`src/rtl/exc_pkg.sv`:
```
package exc_pkg;

  typedef enum logic [4:0] {
    MODE_USR = 5'h10,
    MODE_FIQ = 5'h11,
    MODE_IRQ = 5'h12,
    MODE_SVC = 5'h13,
    MODE_ABT = 5'h17,
    MODE_UND = 5'h1B,
    MODE_SYS = 5'h1F
  } mode_e;

  // value is the priority index, 0 highest
  typedef enum logic [2:0] {
    EXC_RST  = 3'd0,
    EXC_DABT = 3'd1,
    EXC_FIQ  = 3'd2,
    EXC_IRQ  = 3'd3,
    EXC_PABT = 3'd4,
    EXC_UND  = 3'd5,
    EXC_SWI  = 3'd6
  } exc_e;

  localparam int NUM_EXC     = 7;
  localparam int IRQ_DIS_BIT = 7;
  localparam int FIQ_DIS_BIT = 6;
  localparam int MODE_W      = 5;
  localparam int VOFF_W      = 5;
  localparam int LOFF_W      = 4;

  typedef struct packed {
    mode_e             mode;
    logic [VOFF_W-1:0] vec_off;
    logic              set_fdis;
    logic [LOFF_W-1:0] link_off;
  } exc_attr_t;

  function automatic exc_attr_t exc_attr(exc_e e);
    exc_attr_t a;
    a = '{mode: MODE_SVC, vec_off: 5'h00, set_fdis: 1'b1, link_off: 4'd0};
    unique case (e)
      EXC_RST:  a = '{mode: MODE_SVC, vec_off: 5'h00, set_fdis: 1'b1, link_off: 4'd0};
      EXC_UND:  a = '{mode: MODE_UND, vec_off: 5'h04, set_fdis: 1'b0, link_off: 4'd4};
      EXC_SWI:  a = '{mode: MODE_SVC, vec_off: 5'h08, set_fdis: 1'b0, link_off: 4'd4};
      EXC_PABT: a = '{mode: MODE_ABT, vec_off: 5'h0C, set_fdis: 1'b0, link_off: 4'd4};
      EXC_DABT: a = '{mode: MODE_ABT, vec_off: 5'h10, set_fdis: 1'b0, link_off: 4'd8};
      EXC_IRQ:  a = '{mode: MODE_IRQ, vec_off: 5'h18, set_fdis: 1'b0, link_off: 4'd4};
      EXC_FIQ:  a = '{mode: MODE_FIQ, vec_off: 5'h1C, set_fdis: 1'b1, link_off: 4'd4};
      default:  a = '{mode: MODE_SVC, vec_off: 5'h00, set_fdis: 1'b1, link_off: 4'd0};
    endcase
    return a;
  endfunction

endpackage

```
`src/rtl/exc_qualify.sv`:
```
module exc_qualify
  import exc_pkg::*;
#(
  parameter int STAT_W = 32
) (
  input  logic               rst_req_i,
  input  logic               boot_pend_i,
  input  logic               holdoff_i,
  input  logic               und_req_i,
  input  logic               swi_req_i,
  input  logic               pabt_req_i,
  input  logic               pabt_exec_i,
  input  logic               dabt_req_i,
  input  logic               irq_i,
  input  logic               fiq_i,
  input  logic [STAT_W-1:0]  status_i,
  output logic [NUM_EXC-1:0] req_o
);

  logic in_fiq, irq_ok, fiq_ok, open_q;

  assign in_fiq = (status_i[MODE_W-1:0] == MODE_FIQ);
  assign irq_ok = irq_i & ~status_i[IRQ_DIS_BIT] & ~in_fiq;
  assign fiq_ok = fiq_i & ~status_i[FIQ_DIS_BIT];
  assign open_q = ~holdoff_i;

  always_comb begin
    req_o           = '0;
    req_o[EXC_RST]  = rst_req_i | boot_pend_i;
    req_o[EXC_DABT] = open_q & dabt_req_i;
    req_o[EXC_FIQ]  = open_q & fiq_ok;
    req_o[EXC_IRQ]  = open_q & irq_ok;
    req_o[EXC_PABT] = open_q & pabt_req_i & pabt_exec_i;
    req_o[EXC_UND]  = open_q & und_req_i;
    req_o[EXC_SWI]  = open_q & swi_req_i;
  end

endmodule

```
`src/rtl/exc_arbiter.sv`:
```
module exc_arbiter #(
  parameter int N = 7
) (
  input  logic [N-1:0] req_i,
  output logic [N-1:0] grant_o,
  output logic         any_o
);

  // lower index wins
  for (genvar i = 0; i < N; i++) begin : g_pri
    if (i == 0) begin : g_top
      assign grant_o[i] = req_i[i];
    end else begin : g_rest
      assign grant_o[i] = req_i[i] & ~(|req_i[i-1:0]);
    end
  end

  assign any_o = |req_i;

endmodule

```
`src/rtl/exc_entry_gen.sv`:
```
module exc_entry_gen
  import exc_pkg::*;
#(
  parameter int                ADDR_W  = 32,
  parameter int                STAT_W  = 32,
  parameter logic [ADDR_W-1:0] HI_BASE = 32'hFFFF_0000
) (
  input  logic [NUM_EXC-1:0] grant_i,
  input  logic               hivec_i,
  input  logic [STAT_W-1:0]  status_i,
  input  logic [ADDR_W-1:0]  pc_i,
  output logic [ADDR_W-1:0]  vector_o,
  output logic [MODE_W-1:0]  mode_o,
  output logic [STAT_W-1:0]  status_o,
  output logic [ADDR_W-1:0]  link_o
);

  exc_e      sel;
  exc_attr_t attr;
  logic [ADDR_W-1:0] base;

  always_comb begin
    sel = EXC_RST;
    for (int i = NUM_EXC - 1; i >= 0; i--) begin
      if (grant_i[i]) sel = exc_e'(3'(i));
    end
  end

  assign attr     = exc_attr(sel);
  assign base     = hivec_i ? HI_BASE : '0;
  assign vector_o = base | ADDR_W'(attr.vec_off);
  assign mode_o   = attr.mode;

  always_comb begin
    if (sel == EXC_RST) begin
      status_o = '0;
      link_o   = '0;
    end else begin
      status_o = status_i;
      link_o   = pc_i + ADDR_W'(attr.link_off);
    end
    status_o[MODE_W-1:0]  = attr.mode;
    status_o[IRQ_DIS_BIT] = 1'b1;
    if (attr.set_fdis) status_o[FIQ_DIS_BIT] = 1'b1;
  end

endmodule

```
`src/rtl/exc_entry_ctrl.sv`:
```
module exc_entry_ctrl
  import exc_pkg::*;
#(
  parameter int                ADDR_W  = 32,
  parameter int                STAT_W  = 32,
  parameter logic [ADDR_W-1:0] HI_BASE = 32'hFFFF_0000
) (
  input  logic              clk_i,
  input  logic              rst_ni,
  input  logic              rst_req_i,
  input  logic              und_req_i,
  input  logic              swi_req_i,
  input  logic              pabt_req_i,
  input  logic              pabt_exec_i,
  input  logic              dabt_req_i,
  input  logic              irq_i,
  input  logic              fiq_i,
  input  logic              hivec_i,
  input  logic [STAT_W-1:0] status_i,
  input  logic [ADDR_W-1:0] pc_i,
  output logic              take_o,
  output logic [ADDR_W-1:0] vector_o,
  output logic [MODE_W-1:0] mode_o,
  output logic [STAT_W-1:0] status_o,
  output logic [STAT_W-1:0] spsr_o,
  output logic [ADDR_W-1:0] link_o
);

  logic               boot_pend_q;
  logic [NUM_EXC-1:0] req, grant;
  logic               any_req;
  logic [ADDR_W-1:0]  vec_d, link_d;
  logic [MODE_W-1:0]  mode_d;
  logic [STAT_W-1:0]  stat_d;

  exc_qualify #(.STAT_W(STAT_W)) u_qual (
    .rst_req_i   (rst_req_i),
    .boot_pend_i (boot_pend_q),
    .holdoff_i   (take_o),
    .und_req_i   (und_req_i),
    .swi_req_i   (swi_req_i),
    .pabt_req_i  (pabt_req_i),
    .pabt_exec_i (pabt_exec_i),
    .dabt_req_i  (dabt_req_i),
    .irq_i       (irq_i),
    .fiq_i       (fiq_i),
    .status_i    (status_i),
    .req_o       (req)
  );

  exc_arbiter #(.N(NUM_EXC)) u_arb (
    .req_i   (req),
    .grant_o (grant),
    .any_o   (any_req)
  );

  exc_entry_gen #(.ADDR_W(ADDR_W), .STAT_W(STAT_W), .HI_BASE(HI_BASE)) u_gen (
    .grant_i  (grant),
    .hivec_i  (hivec_i),
    .status_i (status_i),
    .pc_i     (pc_i),
    .vector_o (vec_d),
    .mode_o   (mode_d),
    .status_o (stat_d),
    .link_o   (link_d)
  );

  always_ff @(posedge clk_i or negedge rst_ni) begin
    if (!rst_ni) begin
      boot_pend_q <= 1'b1;
      take_o      <= 1'b0;
      vector_o    <= '0;
      mode_o      <= '0;
      status_o    <= '0;
      spsr_o      <= '0;
      link_o      <= '0;
    end else begin
      take_o <= any_req;
      if (any_req) begin
        boot_pend_q <= 1'b0;
        vector_o    <= vec_d;
        mode_o      <= mode_d;
        status_o    <= stat_d;
        spsr_o      <= status_i;
        link_o      <= link_d;
      end
    end
  end

endmodule

```
`config.mk`:
```
export PLATFORM = sky130hd
export DESIGN_NAME = exc_entry_ctrl
export DESIGN_NICKNAME = d
export VERILOG_FILES = /design/src/rtl/exc_pkg.sv /design/src/rtl/exc_qualify.sv /design/src/rtl/exc_arbiter.sv /design/src/rtl/exc_entry_gen.sv /design/src/rtl/exc_entry_ctrl.sv
export SDC_FILE = /design/constraint.sdc
export NUM_CORES = 1
export LEC_CHECK = 0
export ABC_CLOCK_PERIOD_IN_PS = 10000
export BUFFER_PORTS_ARGS = -buffer_cell sky130_fd_sc_hd__buf_4
export CELL_PAD_IN_SITES_DETAIL_PLACEMENT = 0
export CELL_PAD_IN_SITES_GLOBAL_PLACEMENT = 1
export CORE_MARGIN = 2
export CORE_UTILIZATION = 40
export DETAILED_ROUTE_END_ITERATION = 12
export GPL_TIMING_DRIVEN = 0
export PLACE_DENSITY_LB_ADDON = 0.1
export SLEW_MARGIN = 40
export SYNTH_ARGS = -nofsm -noshare
export SYNTH_HDL_FRONTEND = slang
export SYNTH_HIERARCHICAL = 1
export SYNTH_SLANG_ARGS = --single-unit
```
`constraint.sdc`:
```
create_clock -name clk_i -period 10 [get_ports clk_i]
set_input_delay 0.5 -clock clk_i [delete_from_list [all_inputs] [get_ports clk_i]]
set_output_delay 0.5 -clock clk_i [all_outputs]
set_load 0.05 [all_outputs]
```
* Word-level counts from Yosys, hierarchy flattened
Cells that the tools add are included.
Widths: inputs -> output; s select.
** Storage, ports and cells
- Input bits :: 75
- Logic and storage cells :: 62
- Flip-flop bits (word level) :: 135
** Cells by class
- $add $sub $neg :: 1
- Multiplexer cells :: 12
- Reduce and logical (&&, ||, !) cells :: 7
- Bitwise logic cells :: 28
- Eq/ne operators :: 7
** Operator list (count)
- $mux 32 :: 3
- $pmux 14 s6 :: 1
- $add 32x4->32 :: 1
- $or 32x5->32 :: 1
- $mux 3 :: 7
- $and 1x1->1 :: 16
- $not 1->1 :: 10
- $eq 3x3->1 const B :: 3
- $reduce_or 7->1 :: 1
- $eq 3x2->1 const B :: 2
- $reduce_or 6->1 :: 1
- $eq 5x5->1 const B :: 1
- $reduce_or 5->1 :: 1
- $reduce_or 4->1 :: 1
- $eq 3x1->1 const B :: 1
- $logic_not 3->1 :: 1
- $reduce_or 3->1 :: 1
- $reduce_or 2->1 :: 1
- $mux 1 :: 1
- $or 1x1->1 :: 1

* Depth between registers and ports, before layout
- Word-level depth :: 18
- Gate-level depth with buffers :: 15
- Depth with buffers taken out :: 14

* Modules after synthesis
Netlist, hierarchy kept.
** By module, submodules not included
- exc_entry_ctrl :: cells each 284, sequential area each 3379.5 µm², times used 1, area each 5230.0 µm²
- exc_entry_gen :: cells each 237, sequential area each 0.0 µm², times used 1, area each 1527.7 µm²
- exc_arbiter :: cells each 10, sequential area each 0.0 µm², times used 1, area each 72.6 µm²
- exc_qualify :: cells each 10, sequential area each 0.0 µm², times used 1, area each 70.1 µm²

* Worst setup path after synthesis
No wires, ideal clock.
- Path type :: register to register
- From :: register take_o
- To :: register link_o[14]
- Path buffers :: 1
- Path slack :: 5.527 ns
- Arrival :: 4.348 ns
- Clock period less this slack :: 4.473 ns
- Required time :: 9.875 ns
- Cell stages (with the launch flop) :: 15
- Path through :: dfrtp_1 > and2b_2 > or4_4 > nor4b_1 > nor3_1 > a21boi_0 > ha_1 > inv_1 > fa_1 > nand2b_1 > clkbuf_1 > or4_1 > xor2_1 > nor2_1 > mux2_2
** RTL lines
- start: declaration :: line exc_entry_ctrl.sv:21 : output logic take_o,
- start signal: assignment :: line exc_entry_ctrl.sv:78 : take_o <= any_req;
- $not 1->1 * :: line exc_qualify.sv:25 : assign open_q = ~holdoff_i;
- $and 1x1->1 * :: line exc_qualify.sv:30 : req_o[EXC_DABT] = open_q & dabt_req_i;
- net req[1] :: line exc_entry_ctrl.sv:30 : logic [NUM_EXC-1:0] req, grant;
- $reduce_or 6->1 * :: line exc_arbiter.sv:14 : assign grant_o[i] = req_i[i] & ~(|req_i[i-1:0]);
- $not 1->1 * :: line exc_arbiter.sv:14
- $and 1x1->1 * :: line exc_arbiter.sv:14
- net grant[6] :: line exc_entry_ctrl.sv:30
- $mux 3 * (7 in a row) :: line exc_entry_gen.sv:25 : if (grant_i[i]) sel = exc_e'(3'(i));
- $eq 3x2->1, or another cell as far along :: line exc_pkg.sv:41 : unique case (e)
- $pmux 14 s6 :: line exc_pkg.sv:41
- $add 32x4->32 :: line exc_entry_gen.sv:40 : link_o = pc_i + ADDR_W'(attr.link_off);
- $mux 32 * :: line exc_entry_gen.sv:35 : if (sel == EXC_RST) begin
- net link_d[14] :: line exc_entry_ctrl.sv:32 : logic [ADDR_W-1:0] vec_d, link_d;
- end signal: assignment :: line exc_entry_ctrl.sv:85 : link_o <= link_d;
- end: declaration :: line exc_entry_ctrl.sv:26 : output logic [ADDR_W-1:0] link_o
The timed path passes the listed nets; every way through them passes the cells marked *.
A chain may end at the register's enable or synchronous reset.

* Final worst setup path
Same ends and word-level chain as after synthesis.

==> impl_metrics.toml <==
[status]
run_status = "finished, final reports clean"

[sta]
finalCriticalPeriod_ps = 4860
tightest_slew_ps = 626
finalSetupViolCount = 0
skew_ps = 14.7
clock.fmax_mhz = 206
finalHoldViolations = 0
rsz0062_at_grt = "no"
period_share = 0.486
hold_slack_ps = 6.08
maxSlewViolCount = 0
finalSetupTns_ps = 0
finalWorstSetupSlack_ps = 5140
maxSlewHeadroom = 0.577

[worst_setup_path]
path_max_fanout = 10
critPathLaunchType = "flop"
critical_path_class = "flop to flop"
ff2ff_path_depth = 14
timing.critical_path.from = "take_o"
critPathRequiredTime_ps = 10290
timing.rr.start = "take_o"
critPathCaptureType = "flop"
cp-endpoint = "link_o[14]"
r2r_setup_slack_ps = 5140
reg2reg_to = "link_o[14]"
arrival_ps = 5150

[cts]
clockBufferDepth = 2
clock-sinks = 135
cts_resized = 0
cts_made_buffers = 17
cts_root_buffer = "clkbuf_16"
cts_tree = "done"
htree_levels = 4
cts_hold_buf = 0
cts_setup_buffers = 0
clk_latency_ps = 420
cts.clk_slew.worst_paths_ps = 60

[synthesis]
syn_avg_cell_area_um2 = 12.8
synth_edf_count = 0
synth-seq-area-share = 0.490
synth_cell_types = 47
synthArstFlopShare = 1.00
netlist_area_mm2 = 0.00690
synth_seq_cells = 135
synth_ff_type = "dfrtp_1"
syn_inst = 541
synth-warning-count = 6

[final_layout]
most-common-layout-cells = "242 x buf_4, 134 x dfrtp_1, 74 x mux2_2, 59 x mux2_4, 31 x and2_1"
syn_to_final_growth_pct = 36.3
postLayoutCellArea_mm2 = 0.00941
layoutNonFillerInstCount = 1018
diodes = 0
post-route-util = 0.552
nNetsFinal = 858
final_common_cell = "buf_4"
drive_gt1_frac = 0.552

[grt]
grt_max_degree = 75
grt.total_usage = 0.192
antenna_found_initial = 0
overflow = 0
grt_pass1_wl_um = 27300
first_global_vias = 5220

[floorplanning]
die_x_um = 135
rows = 48
fp.dieArea_mm2 = 0.0183
core_mm2 = 0.0171
ios = 209
die_h_um = 135
start_util = 0.405

[placement]
placedCellCount = 986
dp.final_hpwl_um = 12600
placed_cell_area_mm2 = 0.00881
place_ws_ps = 4800
gp_congestion = 0.760
port-buffer-count = 205

[power_and_ir_drop]
p_total_mw = 1.87
p_per_area_mw_per_mm2 = 199
p_int_mw = 1.22
clkPwrFrac = 0.346
sw_frac_of_total = 0.346
power.switching_uw = 648
cellLeakagePower_nw = 4.65
combPwrFrac = 0.311
p_seq_frac = 0.344
ir_worst_vdd_mv = 0.119

[detailed_routing]
drt_iter0_drc = 172
first_pass_iters = 4
vias = 4970
routed_wirelength_um = 17100
via_per_inst = 4.88
detail-route-antenna-nets = 0
wl_per_cell_um = 16.8
drc = 0

[flow_run]
cap_violations = 0

[min_path]
min_path_type = "input port to asynchronous set/reset pin"
==> cell families (layout without fill, tap and decap cells) <==
| kind of cell | Yosys count | count (layout) | synth area share |
|---|---|---|---|
| compound gates | 46 | 46 | 0.0403 |
| xor+xnor | 9 | 9 | 0.0114 |
| fa+ha+maj | 3 | 3 | 0.00653 |
| buf+inv | 73 | 311 | 0.0740 |
| flops | 135 | 135 | 0.490 |
| mux | 135 | 135 | 0.252 |
| other cells | 2 | 16 | 0.00109 |
| simple gates | 138 | 138 | 0.125 |
==> sequential cells by signal, indices dropped and copies added (netlist names) <==
name	count
link_o	32
spsr_o	32
status_o	32
vector_o	32
mode_o	5
boot_pend_q	1
take_o	1
==> how the worst min path moves through the flow <==
stage,start,endpoint,slack [ps],depth (start not counted)
after floorplan,rst_ni,link_o[0],200,0
after global placement,boot_pend_q,boot_pend_q,470,1
after detailed placement,rst_ni,link_o[21],470,1
after CTS,rst_ni,link_o[21],20,1
after global routing,rst_ni,link_o[21],40,1
final,rst_ni,link_o[21],6,1
==> final cells by class <==
class / count / area (um2)
inverter: 10 / 37.5
fill: 1512 / 7650
sequential: 135 / 3380
buffer: 63 / 473
timing repair buffer: 206 / 1570
multi-input combinational: 347 / 3060
clock inverter: 13 / 166
clock buffer: 19 / 433
tap: 225 / 282
==> synthesized netlist by cell type (4+ instances only) <==
master	number	area share
mux2_2	74	0.12
nor2_1	18	0.0098
clkbuf_1	5	0.0027
nor2b_1	4	0.0036
or4_1	14	0.015
nor3_1	5	0.0036
and2_1	31	0.028
buf_4	38	0.041
mux2_4	59	0.13
nand2_1	14	0.0076
dfrtp_1	134	0.49
buf_6	11	0.018
a21oi_1	21	0.015
or3_1	5	0.0045
inv_1	10	0.0054
o31ai_1	12	0.013
buf_2	8	0.0058
nand3_1	8	0.0058
xor2_1	6	0.0076
o21ai_0	6	0.0044
nand4_1	9	0.0082
==> worst max-delay path, stage by stage (launching register included) <==
cell and delay, ps:
dfrtp_1 460, and2b_2 280, or4_4 550, nor4b_1 550
nor3_1 180, a21boi_0 450, ha_1 280, inv_1 60
fa_1 420, nand2b_1 180, clkbuf_1 230, or4_1 590
xor2_1 150, nor2_1 60, mux2_2 270
==> routing by layer <==
layer,vias to the layer above,GRT usage,part of all wire
li1,2336,-,-
met1,2455,0.235,0.42
met2,159,0.318,0.50
met3,20,0.0610,0.070
met4,0,0.0712,0.016
met5,-,0,0
==> power by group through the flow <==
stage	Sequential [mW]	Combinational (mW)	Clock [mW]
finish	0.644	0.581	0.647
global route	0.652	0.612	0.684
CTS	0.645	0.589	0.660
detailed placement	0.653	0.588	0
global placement	0.650	0.579	0
floorplan	0.867	0.182	0
Note: power is estimated with default switching activity, not from simulation.
